`src/rtl/usb_irq_pkg.sv`:
```
package usb_irq_pkg;

  localparam int STS_W       = 32;
  localparam int BIT_RESUME  = 31;
  localparam int BIT_SESS    = 30;
  localparam int BIT_DISC    = 29;
  localparam int BIT_CONID   = 28;
  localparam int BIT_LPM     = 27;
  localparam int BIT_PTXE    = 26;
  localparam int BIT_HCH     = 25;
  localparam int NUM_STICKY  = 5;
  localparam int STICKY_LSB  = BIT_LPM;
  localparam int LOW_ZERO_W  = BIT_HCH;

  // Field order matches bit order 31..27 so a cast lines the vector up.
  typedef struct packed {
    logic resume;
    logic sess;
    logic disc;
    logic conid;
    logic lpm;
  } sticky_ev_t;

endpackage

```
`src/rtl/usb_irq_sticky_bank.sv`:
```
module usb_irq_sticky_bank #(
  parameter int N = 5
) (
  input  logic         clk,
  input  logic         rst,
  input  logic [N-1:0] set_i,
  input  logic [N-1:0] clr_i,
  output logic [N-1:0] q_o
);

  for (genvar gi = 0; gi < N; gi++) begin : g_bit
    logic bit_q;
    always_ff @(posedge clk) begin
      if (rst)            bit_q <= 1'b0;
      else if (set_i[gi]) bit_q <= 1'b1;   // set has priority over clear
      else if (clr_i[gi]) bit_q <= 1'b0;
    end
    assign q_o[gi] = bit_q;
  end

endmodule

```
`src/rtl/usb_irq_event_src.sv`:
```
module usb_irq_event_src
  import usb_irq_pkg::*;
#(
  parameter bit LPM_PRESENT = 1'b1
) (
  input  logic       clk,
  input  logic       rst,
  input  logic       host_mode,
  input  logic       resume_wake_pulse,
  input  logic       sess_req_pulse,
  input  logic       bvalid_in,
  input  logic       disconnect_pulse,
  input  logic       conn_id_chg_pulse,
  input  logic       lpm_event_pulse,
  input  logic       lpm_enable,
  input  logic       lpm_capable,
  output sticky_ev_t ev_o
);

  logic bvalid_q;
  logic bvalid_rise;

  // Track b-valid in every mode so a role switch never fakes an edge.
  always_ff @(posedge clk) begin
    if (rst) bvalid_q <= 1'b0;
    else     bvalid_q <= bvalid_in;
  end

  assign bvalid_rise = bvalid_in & ~bvalid_q;

  logic lpm_ev;
  if (LPM_PRESENT) begin : g_lpm
    assign lpm_ev = lpm_event_pulse & lpm_enable & lpm_capable;
  end else begin : g_no_lpm
    logic unused_lpm;
    assign unused_lpm = lpm_event_pulse ^ lpm_enable ^ lpm_capable;
    assign lpm_ev     = 1'b0;
  end

  always_comb begin
    ev_o.resume = resume_wake_pulse;
    ev_o.sess   = host_mode ? sess_req_pulse : bvalid_rise;
    ev_o.disc   = disconnect_pulse;
    ev_o.conid  = conn_id_chg_pulse;
    ev_o.lpm    = lpm_ev;
  end

endmodule

```
`src/rtl/usb_irq_ptx_flag.sv`:
```
module usb_irq_ptx_flag #(
  parameter int DEPTH    = 256,
  parameter int FREE_W   = $clog2(DEPTH + 1),
  parameter int QSPACE_W = 4
) (
  input  logic                clk,
  input  logic                rst,
  input  logic                full_sel,
  input  logic [FREE_W-1:0]   free_words,
  input  logic [QSPACE_W-1:0] queue_space,
  output logic                flag_o
);

  localparam logic [FREE_W-1:0] FULL_LVL = FREE_W'(DEPTH);
  localparam logic [FREE_W-1:0] HALF_LVL = FREE_W'(DEPTH / 2);

  logic level_met;
  logic queue_room;
  logic flag_q;

  assign level_met  = full_sel ? (free_words == FULL_LVL)
                               : (free_words >= HALF_LVL);
  assign queue_room = |queue_space;

  always_ff @(posedge clk) begin
    if (rst) flag_q <= 1'b1;
    else     flag_q <= level_met & queue_room;
  end

  assign flag_o = flag_q;

endmodule

```
`src/rtl/usb_irq_chan_agg.sv`:
```
module usb_irq_chan_agg #(
  parameter int NUM_CH = 16
) (
  input  logic              clk,
  input  logic              rst,
  input  logic [NUM_CH-1:0] pending,
  output logic              any_o
);

  logic any_q;
  logic any_d;

  if (NUM_CH == 1) begin : g_single
    assign any_d = pending[0];
  end else begin : g_multi
    assign any_d = |pending;
  end

  always_ff @(posedge clk) begin
    if (rst) any_q <= 1'b0;
    else     any_q <= any_d;
  end

  assign any_o = any_q;

endmodule

```
`src/rtl/usb_core_irq_status.sv`:
```
module usb_core_irq_status
  import usb_irq_pkg::*;
#(
  parameter int              NUM_CH      = 16,
  parameter int              PTX_DEPTH   = 256,
  parameter int              QSPACE_W    = 4,
  parameter int              ADDR_W      = 12,
  parameter logic [ADDR_W-1:0] REG_ADDR  = 12'h014,
  parameter bit              LPM_PRESENT = 1'b1,
  parameter int              FREE_W      = $clog2(PTX_DEPTH + 1)
) (
  input  logic                clk,
  input  logic                rst,
  input  logic                host_mode,
  input  logic                resume_wake_pulse,
  input  logic                sess_req_pulse,
  input  logic                bvalid_in,
  input  logic                disconnect_pulse,
  input  logic                conn_id_chg_pulse,
  input  logic                lpm_event_pulse,
  input  logic                lpm_enable,
  input  logic                lpm_capable,
  input  logic                ptx_full_sel,
  input  logic [FREE_W-1:0]   ptx_free_words,
  input  logic [QSPACE_W-1:0] preq_space,
  input  logic [NUM_CH-1:0]   chan_pending,
  input  logic                wr_en,
  input  logic [ADDR_W-1:0]   wr_addr,
  input  logic [STS_W-1:0]    wr_data,
  input  logic [STS_W-1:0]    irq_mask,
  output logic [STS_W-1:0]    rd_data,
  output logic                irq_out
);

  sticky_ev_t            ev;
  logic [NUM_STICKY-1:0] sticky_set;
  logic [NUM_STICKY-1:0] sticky_clr;
  logic [NUM_STICKY-1:0] sticky_q;
  logic                  ptx_flag;
  logic                  chan_any;
  logic                  wr_hit;
  logic [STS_W-1:0]      status;
  logic                  irq_q;

  usb_irq_event_src #(
    .LPM_PRESENT (LPM_PRESENT)
  ) u_event_src (
    .clk               (clk),
    .rst               (rst),
    .host_mode         (host_mode),
    .resume_wake_pulse (resume_wake_pulse),
    .sess_req_pulse    (sess_req_pulse),
    .bvalid_in         (bvalid_in),
    .disconnect_pulse  (disconnect_pulse),
    .conn_id_chg_pulse (conn_id_chg_pulse),
    .lpm_event_pulse   (lpm_event_pulse),
    .lpm_enable        (lpm_enable),
    .lpm_capable       (lpm_capable),
    .ev_o              (ev)
  );

  // Write-1-to-clear decode: only the sticky field of a matching write.
  assign wr_hit     = wr_en && (wr_addr == REG_ADDR);
  assign sticky_set = NUM_STICKY'(ev);
  assign sticky_clr = wr_hit ? wr_data[STS_W-1:STICKY_LSB] : '0;

  usb_irq_sticky_bank #(
    .N (NUM_STICKY)
  ) u_sticky (
    .clk   (clk),
    .rst   (rst),
    .set_i (sticky_set),
    .clr_i (sticky_clr),
    .q_o   (sticky_q)
  );

  usb_irq_ptx_flag #(
    .DEPTH    (PTX_DEPTH),
    .FREE_W   (FREE_W),
    .QSPACE_W (QSPACE_W)
  ) u_ptx_flag (
    .clk         (clk),
    .rst         (rst),
    .full_sel    (ptx_full_sel),
    .free_words  (ptx_free_words),
    .queue_space (preq_space),
    .flag_o      (ptx_flag)
  );

  usb_irq_chan_agg #(
    .NUM_CH (NUM_CH)
  ) u_chan_agg (
    .clk     (clk),
    .rst     (rst),
    .pending (chan_pending),
    .any_o   (chan_any)
  );

  assign status = {sticky_q, ptx_flag, chan_any, {LOW_ZERO_W{1'b0}}};

  always_ff @(posedge clk) begin
    if (rst) irq_q <= 1'b0;
    else     irq_q <= |(status & irq_mask);
  end

  assign rd_data = status;
  assign irq_out = irq_q;

endmodule

```
`config.mk`:
```
export PLATFORM = sky130hd
export DESIGN_NAME = usb_core_irq_status
export DESIGN_NICKNAME = d
export VERILOG_FILES = /design/src/rtl/usb_irq_pkg.sv /design/src/rtl/usb_irq_sticky_bank.sv /design/src/rtl/usb_irq_event_src.sv /design/src/rtl/usb_irq_ptx_flag.sv /design/src/rtl/usb_irq_chan_agg.sv /design/src/rtl/usb_core_irq_status.sv
export SDC_FILE = /design/constraint.sdc
export NUM_CORES = 1
export LEC_CHECK = 0
export BUFFER_PORTS_ARGS = -buffer_cell sky130_fd_sc_hd__clkbuf_2
export CORE_ASPECT_RATIO = 0.5
export CORE_MARGIN = 1
export CORE_UTILIZATION = 25
export DETAILED_ROUTE_END_ITERATION = 10
export GPL_TIMING_DRIVEN = 0
export PLACE_DENSITY_LB_ADDON = 0.15
export REMOVE_ABC_BUFFERS = 1
export SETUP_SLACK_MARGIN = 0.1
export SYNTH_ARGS = -nofsm -noshare
export SYNTH_HDL_FRONTEND = slang
export SYNTH_HIERARCHICAL = 1
export SYNTH_SLANG_ARGS = --single-unit
```
`constraint.sdc`:
```
create_clock -name clk -period 1.4 [get_ports clk]
set_input_delay 0.28 -clock clk [delete_from_list [all_inputs] [get_ports clk]]
set_output_delay 0.28 -clock clk [all_outputs]
set_load 0.05 [all_outputs]
```
==> results.cfg <==
[status]
outcome = finished, final reports clean

[routing]
drc_errors = 0
drt-pass1-iter-count = 4
ant_nets = 0
totalWireLength_microns = 1760
vias_per_cell = 4.14
vias = 812
drt_iter0_drc = 7
wl_per_cell_microns = 8.97

[sta]
max_freq_mhz = 774
finalSetupViolations = 0
period_needed_ps = 1290
period_share = 0.923
maxSlewViolCount = 0
hold_violations = 0
skew_ps = 2.11
grt_setup_unrepaired = yes
setup_tns_ps = 0

[clock_tree]
clk_pin_slew_ps = 40
cts.sinks = 9
cts_buffers = 3
clock_latency_ps = 230
cts_tree = built
postCtsSetupRepairBufs = 0
root_buffer = clkbuf_8
clk_path_buf_depth = 2
hold_buffers = 0
ctsHtreeMaxLevel = 1

[critical_path]
reg2reg_slack_ps = 470
cp-start-kind = input port
ff2ff_path_depth = 2
crit_type = in2reg
critical_path_cell_count = 5
cp.arrival_ps = 1410
crit_fanout = 5
critPathTopFamily = simple AND/OR/NAND/NOR gates
crit_chain = clkbuf_2 -> or4b_4 -> nor4_4 -> nand2b_4 -> a21oi_2
required_ps = 1510
slowest_stage = or4b_4
worstSetupEndpointType = register
slowest_delay_ps = 600
critical_path_buf_inv_count = 1

[synthesis]
synth_area_leaders = buf_4 34%, dfxtp_1 23%, nor4_1 8.7%
yosys.area_share.adder = 0
async_reset_ff_frac = 0
synth_xor_area_frac = 0
synthTopCellsByCount = 36 x buf_4, 11 x nor4_1, 9 x dfxtp_1
synth_top_cell_by_area = buf_4
syn_avg_cell_area_sq_um = 8.37
ys.warnings.count = 6
synthMuxAreaShare = 0
yosys.area_share.simple = 0.280
synth_edf_count = 0
yosysMostFrequentCell = buf_4
ys_types = 22
syn_inst = 94
synth-seq-cells = 9
synth-compound-area-share = 0.119
synth_top_cell_area_share = 0.343
syn-cell-area_sq_um = 787
yosys_most_used_dff = dfxtp_1
ys_seq_area_frac = 0.229
synth_top_family_by_area = buffers and inverters

[final_layout]
n_antenna_cell = 0
fillers = 309
area.growth.synth_to_final_pct = 47.1
fin_cells = 196
layout-drive-gt1-share = 0.572
fin_nets = 278
final_core_util = 0.416

[floorplan]
io_pins = 151
core-area_sq_mm = 0.00278
die_w_microns = 81.3
placementRows = 13
dieArea_sq_mm = 0.00339
die_h_microns = 41.7
start_util = 0.283

[job]
maxCapViolCount = 0

[placement]
portBuffers = 73
place_congestion = 0.656
dp_hpwl_microns = 1600
numPlacedInstances = 192

[global_route]
antenna_found_initial = 0
grt_pass1_vias = 802
grt_max_degree = 10
overflow = 0
grt_pass1_wl_microns = 3080
grt_usage = 0.115

[power]
ir_worst_vdd_uv = 285
powerDensity_mw_per_mm2 = 831
leakagePower_nw = 0.627
power_w = 0.000961

[hold_path]
hold_class = in2reg
hold_depth = 3
## logic make-up (layout without fill, tap and decap cells)
group	after synthesis	after routing
AOI/OAI and AO/OA	14	14
other	1	25
and+or+nand+nor	29	29
buffers and inverters	41	82
DFF	9	9
## routing by layer
layer,wire length (microns),vias up,global-route usage
met5,0,-,0
met4,19,0,0.0536
met3,217,2,0.0198
met2,867,56,0.212
met1,654,348,0.129
li1,-,406,-
## stage by stage
stage	worst slack [ps]	hold WS, ps	cell area, sq um
2_1_floorplan	51.2	349	607
3_3_place_gp	-171	476	1020
3_5_place_dp	-197	487	1020
4_1_cts	92.0	277	1080
5_1_grt	42.2	299	1160
6_report	107	274	1160
## final cells by class
class | count | area [sq um] | share of cell area
Clock buffer | 4 | 45.0 | 0.0389
Sequential cell | 9 | 180 | 0.156
Timing Repair Buffer | 73 | 372 | 0.321
Tap cell | 37 | 46.3 | 0.0400
Inverter | 5 | 18.8 | 0.0162
Multi-Input combinational cell | 68 | 495 | 0.428
## state kept, by name, summed over array words and instances, names as in the netlist
name and cells:
u_event_src/bvalid_q 1, u_ptx_flag/flag_o 1, irq_out 1, u_chan_agg/any_o 1, u_sticky/g_bit.bit_q 5
## layout by cell type, fill, tap and decap left out, drive strengths merged
| master | n |
|---|---|
| or4 | 1 |
| a21oi | 5 |
| a222oi | 1 |
| o21ai | 2 |
| clkbuf | 76 |
| a22oi | 2 |
| nand2b | 6 |
| a21boi | 1 |
| a41oi | 1 |
| and3 | 1 |
| a31oi | 1 |
| or4bb | 5 |
| conb | 25 |
| nand2 | 1 |
| o21bai | 1 |
| buf | 1 |
| nor2b | 1 |
| dfxtp | 9 |
| or4b | 2 |
| inv | 5 |
| or2 | 1 |
| nor4 | 11 |
## report_power, final
part / switching, W / leakage (nW) / internal (W) / total [W]
logic: 0.000268 / 0.529 / 0.000110 / 0.000378
registers: 0.0000137 / 0.0753 / 0.000276 / 0.000289
clock network: 0.0000962 / 0.0228 / 0.000198 / 0.000294
## final timing paths
check / to / start
worst max register to register: irq_out$_SDFF_PP0_ / u_sticky/g_bit[3].bit_q$_SDFFE_PP0P_
worst min-delay path: u_sticky/g_bit[2].bit_q$_SDFFE_PP0P_ / disconnect_pulse
worst max-delay path: u_sticky/g_bit[3].bit_q$_SDFFE_PP0P_ / wr_addr[11]
worst min register to register: u_sticky/g_bit[3].bit_q$_SDFFE_PP0P_ / u_sticky/g_bit[3].bit_q$_SDFFE_PP0P_
## worst min-delay path, delay by kind of cell
| kind | cells | cell delay [ps] |
|---|---|---|
| buf+inv | 2 | 120 |
| compound gates | 1 | 50 |
## repair_timing
action,in CTS,in global routing
resized for setup,3,14
endpoints found under the setup margin,3,5
pin swaps,0,11
hold endpoints to repair,0,0
Power figures use the tool's default switching activity.
